### src/rtl/irq_eval_pkg.sv
package irq_eval_pkg;

    localparam int LVL_W = 5;

    // Index of the highest set bit in an 8-bit vector; found flag separate.
    function automatic logic [2:0] top_bit8(input logic [7:0] v);
        logic [2:0] idx;
        idx = '0;
        for (int i = 0; i < 8; i++) begin
            if (v[i]) idx = 3'(i);
        end
        return idx;
    endfunction

endpackage

### src/rtl/irq_level_eval.sv
module irq_level_eval
    import irq_eval_pkg::*;
#(
    parameter logic [LVL_W-1:0] HALT_LVL = 5'h1F,
    parameter logic [LVL_W-1:0] CRD_LVL  = 5'h1A,
    parameter logic [LVL_W-1:0] CLK_LVL  = 5'h16,
    parameter logic [LVL_W-1:0] HW_LVL   = 5'h14,
    parameter int               SW_TOP   = 15
) (
    input  logic [LVL_W-1:0] cur_ipl,
    input  logic             halt_in,
    input  logic             crd_pend,
    input  logic             tick_pend,
    input  logic             hw_pend,
    input  logic [SW_TOP:0]  sw_req,
    output logic [LVL_W-1:0] lvl_o
);

    logic [LVL_W-1:0] sw_lvl;

    always_comb begin
        sw_lvl = '0;
        for (int i = 0; i <= SW_TOP; i++) begin
            if (sw_req[i] && (LVL_W'(i) > cur_ipl)) sw_lvl = LVL_W'(i);
        end
    end

    always_comb begin
        if (halt_in)
            lvl_o = HALT_LVL;
        else if (crd_pend && (cur_ipl < CRD_LVL))
            lvl_o = CRD_LVL;
        else if (tick_pend && (cur_ipl < CLK_LVL))
            lvl_o = CLK_LVL;
        else if (hw_pend && (cur_ipl < HW_LVL))
            lvl_o = HW_LVL;
        else if (cur_ipl >= LVL_W'(SW_TOP))
            lvl_o = '0;
        else
            lvl_o = sw_lvl;
    end

endmodule

### src/rtl/irq_vec_table.sv
module irq_vec_table #(
    parameter int          DEPTH    = 16,
    parameter logic [9:0]  VEC_BASE = 10'h100,
    localparam int         IDX_W    = $clog2(DEPTH)
) (
    input  logic [IDX_W-1:0] idx_i,
    output logic [9:0]       vec_o
);

    logic [31:0] entry [DEPTH];

    // Preloaded words: upper bits filled with ones, only the low 10 bits form a vector.
    for (genvar g = 0; g < DEPTH; g++) begin : g_ent
        assign entry[g] = {22'h3FFFFF, 10'(VEC_BASE + 10'(4 * g))};
    end

    logic [31:0] raw;
    logic        unused_hi;
    assign raw       = entry[idx_i];
    assign vec_o     = raw[9:0];
    assign unused_hi = ^raw[31:10];

endmodule

### src/rtl/irq_prio_eval.sv
module irq_prio_eval
    import irq_eval_pkg::*;
#(
    parameter int               NDEV     = 8,
    parameter logic [LVL_W-1:0] HALT_LVL = 5'h1F,
    parameter logic [LVL_W-1:0] CRD_LVL  = 5'h1A,
    parameter logic [LVL_W-1:0] CLK_LVL  = 5'h16,
    parameter logic [LVL_W-1:0] HW_LVL   = 5'h14,
    parameter logic [LVL_W-1:0] HW_MAX   = 5'h17,
    parameter logic [9:0]       VEC_CRD  = 10'h054,
    parameter logic [9:0]       VEC_CLK  = 10'h0C0,
    parameter logic [9:0]       VEC_BASE = 10'h100
) (
    input  logic             clk,
    input  logic             rst_n,
    input  logic [4:0]       cur_ipl,
    input  logic             halt_in,
    input  logic             crd_evt,
    input  logic             tick_evt,
    input  logic [7:0]       dev_irq,
    input  logic [7:0]       hw_mask,
    input  logic [7:0]       hw_clr,
    input  logic [15:0]      sw_req,
    input  logic             ack,
    input  logic [4:0]       ack_lvl,
    output logic [4:0]       best_lvl,
    output logic             vec_valid,
    output logic [9:0]       vec,
    output logic             unexp_irq
);

    localparam int SW_TOP    = 15;
    localparam int TBL_DEPTH = 2 * NDEV;
    localparam int TBL_W     = $clog2(TBL_DEPTH);

    typedef struct packed {
        logic [NDEV-1:0] hw_req;
        logic [NDEV-1:0] dev_prev;
        logic            crd;
        logic            tick;
        logic [9:0]      vec;
        logic            vec_valid;
        logic            unexp;
    } irq_state_t;

    irq_state_t st_d, st_q;

    logic [NDEV-1:0]  hw_live;
    logic [2:0]       hw_win;
    logic [9:0]       tbl_vec;
    logic [TBL_W-1:0] tbl_idx;

    assign hw_live = st_q.hw_req & hw_mask;
    assign hw_win  = top_bit8(hw_live);
    assign tbl_idx = TBL_W'(NDEV) + TBL_W'(hw_win);

    irq_level_eval #(
        .HALT_LVL (HALT_LVL),
        .CRD_LVL  (CRD_LVL),
        .CLK_LVL  (CLK_LVL),
        .HW_LVL   (HW_LVL),
        .SW_TOP   (SW_TOP)
    ) lvl_i (
        .cur_ipl   (cur_ipl),
        .halt_in   (halt_in),
        .crd_pend  (st_q.crd),
        .tick_pend (st_q.tick),
        .hw_pend   (|hw_live),
        .sw_req    (sw_req),
        .lvl_o     (best_lvl)
    );

    irq_vec_table #(
        .DEPTH    (TBL_DEPTH),
        .VEC_BASE (VEC_BASE)
    ) tbl_i (
        .idx_i (tbl_idx),
        .vec_o (tbl_vec)
    );

    always_comb begin
        st_d           = st_q;
        st_d.dev_prev  = dev_irq;
        st_d.vec       = '0;
        st_d.vec_valid = 1'b0;
        st_d.unexp     = 1'b0;
        st_d.hw_req    = st_q.hw_req & ~hw_clr;

        if (ack) begin
            if (ack_lvl == CRD_LVL) begin
                st_d.crd       = 1'b0;
                st_d.vec       = VEC_CRD;
                st_d.vec_valid = 1'b1;
            end else if (ack_lvl == CLK_LVL) begin
                st_d.tick      = 1'b0;
                st_d.vec       = VEC_CLK;
                st_d.vec_valid = 1'b1;
            end else if (ack_lvl > HW_MAX) begin
                st_d.unexp     = 1'b1;
            end else begin
                st_d.vec_valid = 1'b1;
                if (|hw_live) begin
                    st_d.hw_req[hw_win] = 1'b0;
                    st_d.vec            = tbl_vec;
                end
            end
        end

        // New events take effect after the clears of the same cycle.
        st_d.hw_req = st_d.hw_req | (dev_irq & ~st_q.dev_prev);
        if (crd_evt)  st_d.crd  = 1'b1;
        if (tick_evt) st_d.tick = 1'b1;
    end

    always_ff @(posedge clk) begin
        if (!rst_n) st_q <= '0;
        else        st_q <= st_d;
    end

    assign vec_valid = st_q.vec_valid;
    assign vec       = st_q.vec;
    assign unexp_irq = st_q.unexp;

endmodule

### config.mk
export PLATFORM = sky130hd
export DESIGN_NAME = irq_prio_eval
export DESIGN_NICKNAME = d
export VERILOG_FILES = /design/src/rtl/irq_eval_pkg.sv /design/src/rtl/irq_level_eval.sv /design/src/rtl/irq_vec_table.sv /design/src/rtl/irq_prio_eval.sv
export SDC_FILE = /design/constraint.sdc
export NUM_CORES = 1
export LEC_CHECK = 0
export ABC_AREA = 1
export BUFFER_PORTS_ARGS = -buffer_cell sky130_fd_sc_hd__buf_4
export CORE_UTILIZATION = 39
export CTS_CLUSTER_DIAMETER = 30
export DETAILED_ROUTE_END_ITERATION = 10
export PLACE_DENSITY = 0.7
export SYNTH_ARGS = -nofsm -noshare
export SYNTH_HDL_FRONTEND = slang
export SYNTH_SLANG_ARGS = --single-unit
### constraint.sdc
create_clock -name clk -period 1.35 [get_ports clk]
set_input_delay 0.135 -clock clk [delete_from_list [all_inputs] [get_ports clk]]
set_output_delay 0.135 -clock clk [all_outputs]
set_load 0.01 [all_outputs]
Word-level counts from Yosys, hierarchy flattened

Memories as Yosys holds them, arrays and structs flattened.
Cells that the tools add are included.

$add $sub $neg: 1
Order comparisons: 23
Equality and inequality tests: 3
Mux-type cells: 49
Bitwise operators: 12
Reductions and logical operators: 30

Operator list:

| kind                                                | count |
|---|---|
| > comparator 4 x 5 -> 1 bit, first input constant   | 8 |
| 2-to-1 mux 8 bit                                    | 5 |
| 2-to-1 mux 4 bit                                    | 9 |
| 2-to-1 mux 11 bit                                   | 3 |
| AND 8 bit                                           | 4 |
| 2-to-1 mux 10 bit                                   | 3 |
| 2-to-1 mux 3 bit                                    | 10 |
| NOT 8 bit                                           | 3 |
| > comparator 3 x 5 -> 1 bit, first input constant   | 4 |
| 2-to-1 mux 5 bit                                    | 4 |
| logical AND 1 bit                                   | 19 |
| < comparator 5 bit, second input constant           | 3 |
| 2-to-1 mux 14 bit                                   | 1 |
| 2-to-1 mux 1 bit                                    | 11 |
| == test 5 bit, second input constant                | 2 |
| > comparator 2 x 5 -> 1 bit, first input constant   | 2 |
| OR 8 bit                                            | 1 |
| nonzero test 2 bit                                  | 4 |
| OR reduction 8 bit                                  | 1 |
| OR reduction 6 bit                                  | 1 |
| >= comparator 5 x 4 -> 1 bit, second input constant | 1 |
| >= comparator 5 bit, second input constant          | 1 |
| > comparator 1 x 5 -> 1 bit, first input constant   | 1 |
| > comparator 5 bit, second input constant           | 1 |
| other kinds (12)                                    | 16 |

Register bits: 30
Bits in read-only memories: 512
Input bits: 56
Output and inout bits: 17
Logic and storage cells: 128
Memories kept: 1

Memories:

| name             | depth | bits a word | read ports | clocked after Yosys merged registers in | write ports | line                | text |
|---|---|---|---|---|---|---|---|
| (name not given) | 16    | 32          | 1          | 0                                       | 0           | irq_vec_table.sv:19 | `assign raw = entry[idx_i];` |

Logic depth before layout (Yosys ltp)

Gate-level depths: netlist of the first run.

Depth in word-level cells: 22
Mapped depth: 19
Depth with buffers taken out: 19

Hierarchy

A second synthesis of the first run with hierarchy kept.

Cells, all modules: 288
Area total of the unflattened synthesis: 1896.8 um^2

Modules (own cells, without submodules):

| module         | times used | cells an instance | area an instance (um^2) | seq. area each (um^2) |
|---|---|---|---|---|
| irq_prio_eval  | 1          | 184               | 1371.3                  | 600.6 |
| irq_level_eval | 1          | 92                | 442.9                   | 0.0 |
| irq_vec_table  | 1          | 12                | 82.6                    | 0.0 |

Worst setup path before layout of the first run

No wires, ideal clock.

Path kind: register to output
Start: register st_q[28] (netlist name)
End: output port best_lvl[0]
Arrival: 1.273 ns
Required time: 1.215 ns
Slack: -0.058 ns
Cell stages (with the launch flop): 12
Path buffers: 0
Cells stage by stage: dfxtp_1 > nand2_1 > nand2_1 > nor2_1 > inv_1 > nor3_1 > inv_1 > nand2_1 > nand3_1 > nor2_1 > nand2_1 > nand2_1

Word-level cells in the longest chain between the ends: 7

RTL lines:

| element                  | line                 | text |
|---|---|---|
| start: declaration       | irq_prio_eval.sv:46  | `irq_state_t st_d, st_q;` |
| start signal: assignment | irq_prio_eval.sv:117 | `else st_q <= st_d;` |
| AND 8 bit                | irq_prio_eval.sv:53  | `assign hw_live = st_q.hw_req & hw_mask;` |
| OR reduction 8 bit       | irq_prio_eval.sv:68  | `.hw_pend (\|hw_live),` |
| logical AND 1 bit        | irq_level_eval.sv:35 | `else if (hw_pend && (cur_ipl < HW_LVL))` |
| 2-to-1 mux 5 bit         | irq_level_eval.sv:35 |  |
| 2-to-1 mux 5 bit         | irq_level_eval.sv:33 | `else if (tick_pend && (cur_ipl < CLK_LVL))` |
| 2-to-1 mux 5 bit         | irq_level_eval.sv:31 | `else if (crd_pend && (cur_ipl < CRD_LVL))` |
| 2-to-1 mux 5 bit         | irq_level_eval.sv:29 | `if (halt_in)` |
| end: declaration         | irq_prio_eval.sv:26  | `output logic [4:0] best_lvl,` |

No other way between the ends.

Worst setup path after layout of the first run

Start: register st_q[23] (netlist name)
End: output port best_lvl[0]

The elaborated chain is that of the path after synthesis.

==> results of run 1 <==
-- cell usage after synthesis (4+ instances only) --
cell type / number
dfxtp_1: 26
buf_4: 10
nand4_1: 6
o21ai_0: 10
inv_1: 40
nand2_1: 69
nor3_1: 7
o21ai_1: 4
a21oi_1: 8
nand3_1: 9
nor2_1: 15
nor4_1: 4
-- cell families (layout without fill, tap and decap cells) --
| logic type | after synthesis | count (layout) | synth area share, % |
|---|---|---|---|
| buffers and inverters | 56 | 160 | 16.2 |
| flip-flops | 26 | 26 | 34.1 |
| other | 1 | 3 | 0.245 |
| AND/OR/NAND/NOR | 124 | 124 | 37.1 |
| AO/OA/AOI/OAI | 32 | 32 | 12.4 |
-- power by group --
part,switching [mW],total (mW),internal (mW)
Sequential,0.0198,0.832,0.812
Clock,0.242,0.503,0.261
Combinational,0.318,0.685,0.367
-- layout make-up --
type	count	area share (%)
Clock buffer	4	2.17
Multi-Input combinational cell	159	34.3
Inverter	44	6.71
Sequential cell	26	20.7
Tap cell	48	2.37
Timing Repair Buffer	112	33.8
-- what timing repair did --
item	CTS	global route
hold buffers	0	0
setup endpoints to repair	12	14
gates resized for setup	15	17
setup buffers	9	3
pin swaps	18	10
-- through the flow --
stage          cell area [um2]  instances
6_report                  2530        393
4_1_cts                   2460        390
3_3_place_gp              2300        379
5_1_grt                   2530        393
3_5_place_dp              2300        379
2_1_floorplan             1560        241
-- registers in the layout, summed over array words and instances (netlist names) --
name	count
vec_valid	1
vec	6
unexp_irq	1
st_q	18
-- layer usage --
layer	GRT usage (%)	routed length (um)	vias up
met4	5.83	37	0
li1	-	-	958
met1	21.2	1780	812
met3	1.94	210	4
met5	0	0	-
met2	40.1	2300	61
-- worst paths after layout --
check                      start  slack, ns  cells past startpoint                   to
min                    hw_clr[7]       0.05                      2  st_q[29]$_SDFF_PN0_
max          st_q[23]$_SDFF_PN0_      -0.43                      9          best_lvl[0]
min reg2reg  st_q[18]$_SDFF_PN0_       0.41                      1  st_q[26]$_SDFF_PN0_
max reg2reg  st_q[29]$_SDFF_PN0_      -0.32                     14  st_q[22]$_SDFF_PN0_
-- worst max-delay path: cells and delay by family, from the launching register on --
kind	cells	cell delay, ns
simple gates	6	0.60
flops	1	0.32
compound gates	1	0.27
buf+inv	2	0.18
==> flow_summary.yaml, run 1 <==
place:
  gp_congestion: 0.908
  hpwlAfterDp_um: 3180
  port_buffers: 68
  dp_slack_ns: -0.240
drt:
  viasPerCell: 4.67
  vias: 1835
  dr.pass1.iters: 4
  drtAntennaViolNets: 0
  drt_iter0_drc: 90
  route.detailed.drc: 0
  avgRoutedWirePerCell_um: 11.0
  finalWirelength_um: 4340
power:
  ir_drop_uv: 757
  power_density_nw_per_um2: 797
  p_total_mw: 2.02
  p_leak_nw: 1.39
finish:
  final_common_cell: "buf_4"
  layout_common_cells: "108 x buf_4, 59 x nand2_1, 39 x inv_1"
  antennaDiodeCount: 0
  fill_cells: 333
  ff_latch_area_um2: 526
  nNetsFinal: 402
  multiInputGateArea_um2: 868
  drive_gt1_share_pct: 45.2
  final_core_util_pct: 68.2
  syn_to_final_growth_pct: 65.9
logic_synthesis:
  synthesis.area_um2: 1530
  syn_avg_cell_area_um2: 6.39
  yosysWarnings: 0
  yosys_most_used_dff: "dfxtp_1"
  synth_edf_count: 0
  synth_area_leaders: "dfxtp_1 34%, nand2_1 17%, inv_1 9.8%"
  async_reset_ff_share_pct: 0
  yosysTopAreaCell: "dfxtp_1"
  synth_cell_types: 30
  syn_inst: 239
  yosys.area.top_type_share_pct: 34.1
  ys_ff_latch: 26
  synth-seq-area-share_pct: 34.1
grt:
  grt_usage_pct: 19.9
  grt_max_degree: 17
  grt_antenna_before_repair: 0
  grt_overflow_total: 0
  grt_pass1_wl_um: 6600
  grt_pass1_vias: 1732
cts:
  cts_tree: "built"
  cts_buffer_depth: 2
  cts_sinks: 26
  clk_pin_slew_ns: 0.09
  root_buffer: "clkbuf_8"
  worstSkewPairLatency_ns: 0.27
  htree_levels: 1
  cts_buffers: 3
timing:
  finalHoldViolCount: 0
  final_max_slew_viol_count: 0
  layout_setup_ws_ns: -0.432
  fin_crit_sh_pct: 132
  fin_hold_ws_ns: 0.0528
  rsz0062_at_grt: "yes"
  period_needed_ns: 1.78
  final-setup-viol-count: 11
  finClkSkew_ns: 0.00676
  setup_tns_ns: -2.66
  fmax_mhz: 561
floorplanning:
  die_h_um: 64.6
  die_area_um2: 4170
  die_x_um: 64.6
  coreArea_um2: 3720
  start_util_pct: 41.1
  ios: 73
  rows: 22
critical_path:
  cp_cell_sequence: "a22o_1, nor3_2, inv_1, nand2_2, nand3_2, nor2_2, nand2_1, nand2_2, buf_6"
  critPathLaunchType: "flip-flop"
  crit_path_frequent_cell: "nand2_2"
  path_max_fanout: 4
  worst_setup_path_end_kind: "primary output"
  path_class: "flip-flop to primary output"
  critPathArrivalTime_ns: 1.65
  cpMaxStageDelayCell: "dfxtp_1"
  max_stage_delay_ns: 0.32
  worstPathRequired_ns: 1.22
outcome:
  status: "finished, violations left"
  violations: "setup timing"
flow_run:
  maxCapViolCount: 0
hold_path:
  holdCritPathClass: "input port to flip-flop"
Note: power is estimated with default switching activity, not from simulation.
==> run 2: changes to the inputs <==
==> constraint.sdc (replaced) <==
create_clock -name clk -period 1.5 [get_ports clk]
set_input_delay 0.15 -clock clk [delete_from_list [all_inputs] [get_ports clk]]
set_output_delay 0.15 -clock clk [all_outputs]
set_load 0.01 [all_outputs]
==> flow_summary.yaml, run 2 (synthesized netlist as in run 1, its figures left out) <==
finish:
  drive_gt1_share_pct: 43.0
  layout_common_cells: "96 x buf_4, 57 x nand2_1, 39 x inv_1"
  largest_reg_flops: 18
  antennaDiodeCount: 0
  nNetsFinal: 387
  syn_to_final_growth_pct: 58.0
  final_common_cell: "buf_4"
  fill_cells: 348
  max_flop_register: "st_q"
critical_path:
  critPathLaunchType: "flip-flop"
  crit_path_frequent_cell: "nand2_1"
  critPathArrivalTime_ns: 1.62
  reg2reg_slack_ns: -0.10
  reg2reg_depth: 10
  cpMaxStageDelayCell: "dfxtp_2"
  cp_cell_sequence: "a22o_1, nor3_2, inv_1, nand2_2, nand3_2, nor2_1, nand2_1, nand2_1, buf_4"
  path_max_fanout: 4
  worst_setup_path_end_kind: "primary output"
  worstPathRequired_ns: 1.35
  max_stage_delay_ns: 0.34
  path_class: "flip-flop to primary output"
drt:
  drt_iter0_drc: 49
  viasPerCell: 4.72
  dr.pass1.iters: 4
  route.detailed.drc: 0
  drtAntennaViolNets: 0
  vias: 1785
  finalWirelength_um: 4050
  avgRoutedWirePerCell_um: 10.7
grt:
  grt_pass1_wl_um: 6910
  grt_pass1_vias: 1809
  grt_usage_pct: 20.7
  top_usage_layer: "met2"
  grt_antenna_before_repair: 0
  met3_usage_pct: 2.64
  global_route.usage.met2_pct: 42.1
  gr-usage-met1_pct: 20.3
  grt_max_degree: 17
  grt_overflow_total: 0
outcome:
  status: "finished, violations left"
  violations: "setup timing"
timing:
  final_max_slew_viol_count: 0
  finalHoldViolCount: 0
  fmax_mhz: 565
  setup_tns_ns: -1.22
  period_needed_ns: 1.77
  rsz0062_at_grt: "yes"
  layout_setup_ws_ns: -0.271
  final-setup-viol-count: 7
  fin_crit_sh_pct: 118
  finClkSkew_ns: 0.00172
hold_path:
  hold_path_depth: 2
  holdCritPathClass: "input port to flip-flop"
place:
  hpwlAfterDp_um: 3210
  port_buffers: 68
  dp_slack_ns: -0.139
  gp_congestion: 0.825
flow_run:
  maxCapViolCount: 0
floorplanning:
  coreArea_um2: 3720
  die_x_um: 64.6
  die_h_um: 64.6
  die_area_um2: 4170
  ios: 73
  rows: 22
  start_util_pct: 41.1
power:
  p_total_mw: 1.76
  ir_drop_uv: 794
  p_leak_nw: 1.32
  power_density_nw_per_um2: 727
cts:
  cts_tree: "built"
  cts_buffer_depth: 2
  holdBufCountCts: 0
  cts_sinks: 26
  root_buffer: "clkbuf_8"
  clk_pin_slew_ns: 0.09
  cts_buffers: 3
  worstSkewPairLatency_ns: 0.26
  htree_levels: 1
[run 2: cell types whose count changed in the layout (fill, tap and decap cells not counted), sizes merged]
cell	before	now
buf	112	97
[run 2: per-stage QoR]
step / instances / area, um2 / utilization, % / hold slack (ns)
3_3_place_gp: 371 / 2220 / 59.7 / 0.349
2_1_floorplan: 241 / 1540 / - / 0.257
6_report: 378 / 2410 / 64.9 / 0.0760
3_5_place_dp: 371 / 2220 / 59.7 / 0.350
4_1_cts: 377 / 2320 / 62.4 / 0.0685
5_1_grt: 378 / 2410 / 64.9 / 0.0654
[run 2: timing repair]
item                                    in CTS  in global routing
setup buffers                                2                  1
pin swaps                                    6                  9
cloned                                       0                  0
hold endpoints to repair                     0                  0
endpoints found under the setup margin       6                 12
resized for setup                           11                 30
[run 2: report_power, final]
group          leakage, nW  total (mW)  switching, mW  internal (mW)
registers            0.217       0.750         0.0182          0.732
logic                 1.08       0.566          0.276          0.291
clock network       0.0288       0.439          0.205          0.234
[run 2: metal layers]
layer,vias up,part of all wire (%)
met5,-,0
met4,0,3.1
met3,13,4.3
met2,56,53
met1,780,39
li1,936,-
[run 2: final timing paths]
path,from,endpoint
worst max-delay path,st_q[23]$_SDFF_PN0_,best_lvl[0]
worst min-delay path,hw_clr[7],st_q[29]$_SDFF_PN0_
worst max register to register,st_q[29]$_SDFF_PN0_,st_q[22]$_SDFF_PN0_
worst min register to register,st_q[19]$_SDFF_PN0_,st_q[27]$_SDFF_PN0_
[run 2: layout make-up]
cell class | instances | area, um2 | area share [%]
Timing Repair Buffer | 97 | 732 | 30.3
Inverter | 44 | 168 | 6.95
Clock buffer | 4 | 55.1 | 2.28
Sequential cell | 26 | 528 | 21.9
Multi-Input combinational cell | 159 | 871 | 36.1
Tap cell | 48 | 60.1 | 2.49
[run 2: worst max-delay path, delay by kind of cell, from the launching register on]
kind                   cells  cell delay [ns]
AND/OR/NAND/NOR            6             0.56
buffers and inverters      2             0.21
flip-flops                 1             0.34
AO/OA/AOI/OAI              1             0.25
